[src/rtl/awt_pkg.sv]
package awt_pkg;
  typedef enum logic [1:0] {
    ST_IDLE = 2'd0,
    ST_SEND = 2'd1,
    ST_GAP  = 2'd2
  } awt_state_e;
endpackage

[src/rtl/awt_bit_timer.sv]
module awt_bit_timer #(
  parameter int FAST_DIV = 10,
  parameter int SLOW_DIV = 80
) (
  input  logic clk,
  input  logic rst_n,
  input  logic restart,
  input  logic slow,
  output logic first_half,
  output logic bit_end
);
  localparam int CNT_W = $clog2(SLOW_DIV);
  localparam logic [CNT_W-1:0] LIM_F  = CNT_W'(FAST_DIV - 1);
  localparam logic [CNT_W-1:0] LIM_S  = CNT_W'(SLOW_DIV - 1);
  localparam logic [CNT_W-1:0] HALF_F = CNT_W'(FAST_DIV / 2);
  localparam logic [CNT_W-1:0] HALF_S = CNT_W'(SLOW_DIV / 2);

  logic [CNT_W-1:0] cnt;
  logic [CNT_W-1:0] lim;
  logic [CNT_W-1:0] half;

  assign lim        = slow ? LIM_S : LIM_F;
  assign half       = slow ? HALF_S : HALF_F;
  assign bit_end    = (cnt == lim);
  assign first_half = (cnt < half);

  always_ff @(posedge clk or negedge rst_n) begin
    if (!rst_n)                cnt <= '0;
    else if (restart || bit_end) cnt <= '0;
    else                       cnt <= cnt + 1'b1;
  end

  AST_CNT_IN_RANGE: assert property (@(posedge clk) disable iff (!rst_n)
    cnt <= lim);
  AST_RESTART_CLEARS: assert property (@(posedge clk) disable iff (!rst_n)
    restart |=> (cnt == '0));
endmodule

[src/rtl/awt_framer.sv]
module awt_framer #(
  parameter int WORD_W  = 32,
  parameter int SHORT_W = 25,
  parameter int LABEL_W = 8
) (
  input  logic [WORD_W-1:0] word,
  input  logic              short_sel,
  input  logic              ctl_n,
  input  logic              par_sel,
  input  logic              par_inv,
  output logic [WORD_W-1:0] seq
);
  logic [WORD_W-1:0]  seq_long;
  logic [SHORT_W-1:0] seq_short;
  logic use_par, par_long, par_short, last_long, last_short;

  assign use_par    = ctl_n | par_sel;
  assign par_long   = (~^word[WORD_W-2:0]) ^ par_inv;
  assign par_short  = (~^word[SHORT_W-2:0]) ^ par_inv;
  assign last_long  = use_par ? par_long  : word[WORD_W-1];
  assign last_short = use_par ? par_short : word[SHORT_W-1];

  for (genvar p = 0; p < WORD_W; p++) begin : g_long
    if (p < LABEL_W) begin : g_lab
      assign seq_long[p] = word[LABEL_W-1-p];
    end else if (p < WORD_W-1) begin : g_dat
      assign seq_long[p] = word[p];
    end else begin : g_fin
      assign seq_long[p] = last_long;
    end
  end

  for (genvar p = 0; p < SHORT_W; p++) begin : g_short
    if (p < LABEL_W) begin : g_lab
      assign seq_short[p] = word[LABEL_W-1-p];
    end else if (p < SHORT_W-1) begin : g_dat
      assign seq_short[p] = word[p];
    end else begin : g_fin
      assign seq_short[p] = last_short;
    end
  end

  assign seq = short_sel ? {{(WORD_W-SHORT_W){1'b0}}, seq_short} : seq_long;

  always_comb begin
    AST_LABEL_FIRST: assert (seq[0] == word[LABEL_W-1]);
  end
endmodule

[src/rtl/arinc_word_tx.sv]
module arinc_word_tx #(
  parameter int WORD_W   = 32,
  parameter int SHORT_W  = 25,
  parameter int LABEL_W  = 8,
  parameter int FAST_DIV = 10,
  parameter int SLOW_DIV = 80,
  parameter int GAP_BITS = 4
) (
  input  logic              clk,
  input  logic              rst_n,
  input  logic              cfg_rate_slow,
  input  logic              cfg_short,
  input  logic              cfg_data_ctl_n,
  input  logic              cfg_par_sel,
  input  logic              cfg_par_invert,
  input  logic              in_valid,
  output logic              in_ready,
  input  logic [WORD_W-1:0] in_word,
  output logic              tx_one,
  output logic              tx_zero
);
  import awt_pkg::*;

  localparam int BIT_W = $clog2(WORD_W);
  localparam int GAP_W = $clog2(GAP_BITS + 1);
  localparam logic [BIT_W-1:0] LAST_L = BIT_W'(WORD_W - 1);
  localparam logic [BIT_W-1:0] LAST_S = BIT_W'(SHORT_W - 1);
  localparam logic [GAP_W-1:0] GAP_LAST = GAP_W'(GAP_BITS - 1);

  awt_state_e        state;
  logic              rate_q, short_q;
  logic [WORD_W-1:0] seq_q, framed;
  logic [BIT_W-1:0]  bit_cnt, last_idx;
  logic [GAP_W-1:0]  gap_cnt;
  logic              first_half, bit_end, accept;

  assign in_ready = (state == ST_IDLE);
  assign accept   = in_valid && in_ready;
  assign last_idx = short_q ? LAST_S : LAST_L;

  awt_framer #(.WORD_W(WORD_W), .SHORT_W(SHORT_W), .LABEL_W(LABEL_W)) u_framer (
    .word(in_word), .short_sel(cfg_short), .ctl_n(cfg_data_ctl_n),
    .par_sel(cfg_par_sel), .par_inv(cfg_par_invert), .seq(framed)
  );

  awt_bit_timer #(.FAST_DIV(FAST_DIV), .SLOW_DIV(SLOW_DIV)) u_timer (
    .clk(clk), .rst_n(rst_n), .restart(state == ST_IDLE), .slow(rate_q),
    .first_half(first_half), .bit_end(bit_end)
  );

  always_ff @(posedge clk or negedge rst_n) begin
    if (!rst_n) begin
      state   <= ST_IDLE;
      rate_q  <= 1'b0;
      short_q <= 1'b0;
      seq_q   <= '0;
      bit_cnt <= '0;
      gap_cnt <= '0;
    end else begin
      unique case (state)
        ST_IDLE: begin
          rate_q <= cfg_rate_slow;
          if (accept) begin
            short_q <= cfg_short;
            seq_q   <= framed;
            bit_cnt <= '0;
            state   <= ST_SEND;
          end
        end
        ST_SEND: if (bit_end) begin
          if (bit_cnt == last_idx) begin
            gap_cnt <= '0;
            state   <= ST_GAP;
          end else begin
            bit_cnt <= bit_cnt + 1'b1;
            seq_q   <= seq_q >> 1;
          end
        end
        ST_GAP: if (bit_end) begin
          if (gap_cnt == GAP_LAST) state <= ST_IDLE;
          else gap_cnt <= gap_cnt + 1'b1;
        end
        default: state <= ST_IDLE;
      endcase
    end
  end

  assign tx_one  = (state == ST_SEND) && first_half &&  seq_q[0];
  assign tx_zero = (state == ST_SEND) && first_half && !seq_q[0];

  AST_RAILS_EXCLUSIVE: assert property (@(posedge clk) disable iff (!rst_n)
    !(tx_one && tx_zero));
  AST_IDLE_QUIET: assert property (@(posedge clk) disable iff (!rst_n)
    in_ready |-> (!tx_one && !tx_zero));
  AST_ACCEPT_DROPS_READY: assert property (@(posedge clk) disable iff (!rst_n)
    accept |=> !in_ready);
  AST_RATE_FROZEN: assert property (@(posedge clk) disable iff (!rst_n)
    !in_ready |=> $stable(rate_q));
  AST_LEN_FROZEN: assert property (@(posedge clk) disable iff (!rst_n)
    !in_ready |=> $stable(short_q));
  AST_BITCNT_BOUND: assert property (@(posedge clk) disable iff (!rst_n)
    bit_cnt <= last_idx);
  AST_GAP_QUIET: assert property (@(posedge clk) disable iff (!rst_n)
    (state == ST_GAP) |-> (!tx_one && !tx_zero));
endmodule

[config.mk]
export PLATFORM = sky130hd
export DESIGN_NAME = arinc_word_tx
export DESIGN_NICKNAME = d
export VERILOG_FILES = /design/src/rtl/awt_pkg.sv /design/src/rtl/awt_bit_timer.sv /design/src/rtl/awt_framer.sv /design/src/rtl/arinc_word_tx.sv
export SDC_FILE = /design/constraint.sdc
export NUM_CORES = 1
export LEC_CHECK = 0
export ABC_AREA = 1
export BUFFER_PORTS_ARGS = -buffer_cell sky130_fd_sc_hd__buf_2
export CAP_MARGIN = 20
export CELL_PAD_IN_SITES_DETAIL_PLACEMENT = 0
export CELL_PAD_IN_SITES_GLOBAL_PLACEMENT = 1
export CORE_MARGIN = 1
export CORE_UTILIZATION = 42
export CTS_CLUSTER_SIZE = 8
export DETAILED_ROUTE_END_ITERATION = 8
export PLACE_DENSITY = 0.87
export SLEW_MARGIN = 20
export SYNTH_ARGS = -nofsm -noshare
export SYNTH_HDL_FRONTEND = slang
export SYNTH_HIERARCHICAL = 1
export SYNTH_SLANG_ARGS = --single-unit
[constraint.sdc]
create_clock -name clk -period 2.2 [get_ports clk]
set_input_delay 0.22 -clock clk [delete_from_list [all_inputs] [get_ports clk]]
set_output_delay 0.22 -clock clk [all_outputs]
set_load 0.01 [all_outputs]
==> metrics.cfg <==
[die]
die_area_mm2 = 0.009602
die_w_um = 97.99
core_area_mm2 = 0.008806
fp-row-count = 34
start_util = 0.4395
die_h_um = 97.99
io-pin-count = 43

[logic_synthesis]
async_reset_ff_frac = 1.000
synth_compound_area_frac = 0.01358
synth_edf_count = 0
syn_avg_cell_area_um2 = 6.232
ys_seq_elements = 51
yosys.area_share.adder = 0.02263
synth-simple-area-share = 0.4601
synth_top_family_by_area = simple AND/OR/NAND/NOR gates
muxShareOfSynthArea = 0.002910
ys_warn_count = 6
synth_cell_type_count = 29
ys.flop_type = dfrtp_1
postSynthCellCount = 621
syn_area_mm2 = 0.003870
synth_nets = 668
synth_xor_xnor_area_share = 0.03362
synth_seq_area_share = 0.3298

[worst_setup_path]
crit_type = reg2out
crit_chain = ha_4 > a21oi_1 > o21ai_1 > a21oi_1 > inv_1 > nor3_1 > buf_2
end_kind = output pin
crit_required_ps = 1980
cp_data_arrival_time_ps = 1850
cp-start-kind = flip-flop
worstPathMaxFanout = 5
critPathMaxStageDelay_ps = 460
crit_top_cell = a21oi_1
slowest_stage = dfrtp_2

[power]
switchingPower_mw = 1.713
power_density_mw_per_mm2 = 943.3
seqPwrFrac = 0.383
ir_drop_mv = 0.4330
combPwrFrac = 0.479
p_int_mw = 2.145
pwr-share-clk = 0.138
switching_share = 0.4441
total_power_mw = 3.858
p_leak_nw = 2.488

[timing]
rsz0062_at_grt = false
hold_violations = 0
setup_violations = 0
fin_tns_setup_ps = 0
drv_slew = 0
fin_crit_sh = 0.9395
setup_ws_ps = 133.1
worst_pin_slew_ps = 638.0
fin_skew_ps = 4.210
period_needed_ps = 2067
timing.slew.headroom = 0.5747
max_freq_ghz = 0.4838
holdWs_ps = 21.88

[placement]
portBuffers = 42
dp_slack_ps = 145.2
routabilityCongestion = 0.7844
hpwl_um = 5787

[drt]
firstDrtPassIters = 6
first_iter_violations = 185
drtAntennaViolNets = 0
vias_per_cell = 4.722
drc = 4
wl_per_cell_um = 10.77
wl_um = 8023
vias = 3518

[cts]
insertion_delay_ps = 300
cts_buffer_depth = 2
clk_pin_slew_worst_paths_ps = 90
cts-root-buf = clkbuf_8
clkSinkCount = 51
ctsHtreeMaxLevel = 2
cts_buffers = 5
postCtsHoldBufs = 0
cts_tree = built

[layout]
area_growth_pct = 5.690
final_cell_mix = 329 x nand2_1, 55 x nand3_1, 54 x inv_1
n_fill_cell = 921
antennaDiodeCount = 0
drive_gt1_frac = 0.1444
multi_input_area_mm2 = 0.002079
nets = 683
seq_area_mm2 = 0.001279
layout_commonest_cell = nand2_1

[worst_hold_path]
hp-class = in2async

[global_route]
grt_max_degree = 52
grt_use_met3 = 0.02720
grt_antenna_before_repair = 0
grt_pass1_wl_um = 14400
grt_pass1_vias = 3185
gr-max-usage-layer = met2
grt_overflow = 0
use_met1 = 0.2475
grt_usage = 0.1819
grtUsageMet2 = 0.3050

[status]
violations = DRC
status = finished with violations

[job]
maxCapViolations = 0

## repair_timing
action,CTS,global route
resized for setup,0,5
buffers inserted,0,0
endpoints found under the setup margin,0,39
## flip-flops by register name, summed over array words and instances, names as in the netlist
| signal | count |
|---|---|
| seq_q | 32 |
| gap_cnt | 3 |
| u_timer/cnt | 7 |
| short_q | 1 |
| state | 2 |
| rate_q | 1 |
| bit_cnt | 5 |
## final timing paths
path                       depth (start not counted)                   from  slack (ps)                  endpoint
max                                                7     rate_q$_DFFE_PN0N_         130                   tx_zero
min                                                2                  rst_n          20  u_timer/cnt[3]$_DFF_PN0_
max reg2reg                                       11     rate_q$_DFFE_PN0N_         210      seq_q[2]$_DFFE_PN0P_
min reg2reg                                        2  seq_q[16]$_DFFE_PN0P_         480     seq_q[16]$_DFFE_PN0P_
max in group asynchronous                          2                  rst_n        1730        rate_q$_DFFE_PN0N_
min in group clk                                   2          cfg_rate_slow         160        rate_q$_DFFE_PN0N_
## layout make-up
class,instances,share of cell area
repair buffers,49,0.06730
flip-flops and latches,51,0.3126
inverters,63,0.05782
multi-input cells,466,0.5084
clock inverters,2,0.003059
well taps,108,0.03304
clock buffers,6,0.01774
## layer usage
layer,wire [µm],share of wire
met5,0,0
met4,77,0.0096
met3,239,0.030
met2,3702,0.46
met1,4003,0.50
## cells by family after synthesis
| kind of cell | after synthesis |
|---|---|
| and+or+nand+nor | 435 |
| buffers and inverters | 104 |
| DFF | 51 |
| xor gates and xnor gates | 14 |
| AOI/OAI and AO/OA | 9 |
| adders and majority gates | 7 |
| muxes | 1 |
## per-stage QoR
stage / util / area [µm²] / instances
floorplan: - / 3870 / 621
global placement: 0.4525 / 3985 / 737
detailed placement: 0.4525 / 3985 / 737
CTS: 0.4622 / 4070 / 745
global route: 0.4645 / 4090 / 745
finish: 0.4645 / 4090 / 745
## worst max-delay path: cells and delay by family, from the launching register on
| family | cells | cell delay (ps) |
|---|---|---|
| AO/OA/AOI/OAI | 3 | 390 |
| adder cells (fa/ha/maj) | 1 | 260 |
| buffers and inverters | 2 | 250 |
| flip-flops | 1 | 460 |
| AND/OR/NAND/NOR | 1 | 190 |
## synth_stat cells (2+ instances only)
library cell | number | area [µm²]
a21oi_1 | 4 | 20.02
buf_2 | 5 | 25.02
buf_4 | 28 | 210.2
buf_6 | 4 | 45.04
clkbuf_1 | 4 | 15.01
dfrtp_1 | 51 | 1276
ha_1 | 7 | 87.58
inv_1 | 55 | 206.5
inv_2 | 7 | 26.28
nand2_1 | 329 | 1235
nand2_2 | 5 | 31.28
nand2_4 | 2 | 22.52
nand3_1 | 55 | 275.3
nand4_1 | 3 | 18.77
nor2_1 | 25 | 93.84
nor2_2 | 10 | 62.56
nor3_1 | 2 | 10.01
o21ai_0 | 2 | 10.01
or2_2 | 2 | 12.51
xnor2_1 | 5 | 43.79
xor2_1 | 8 | 70.07
## power by group through the flow
stage / logic, mW / registers (mW) / clock network (mW)
2_1_floorplan: 1.51 / 1.42 / 0
3_3_place_gp: 1.82 / 1.47 / 0
3_5_place_dp: 1.86 / 1.48 / 0
4_1_cts: 1.86 / 1.46 / 0.550
5_1_grt: 2.16 / 1.52 / 0.587
6_report: 1.85 / 1.48 / 0.533
No activity file was read; power rests on OpenSTA's default activity.
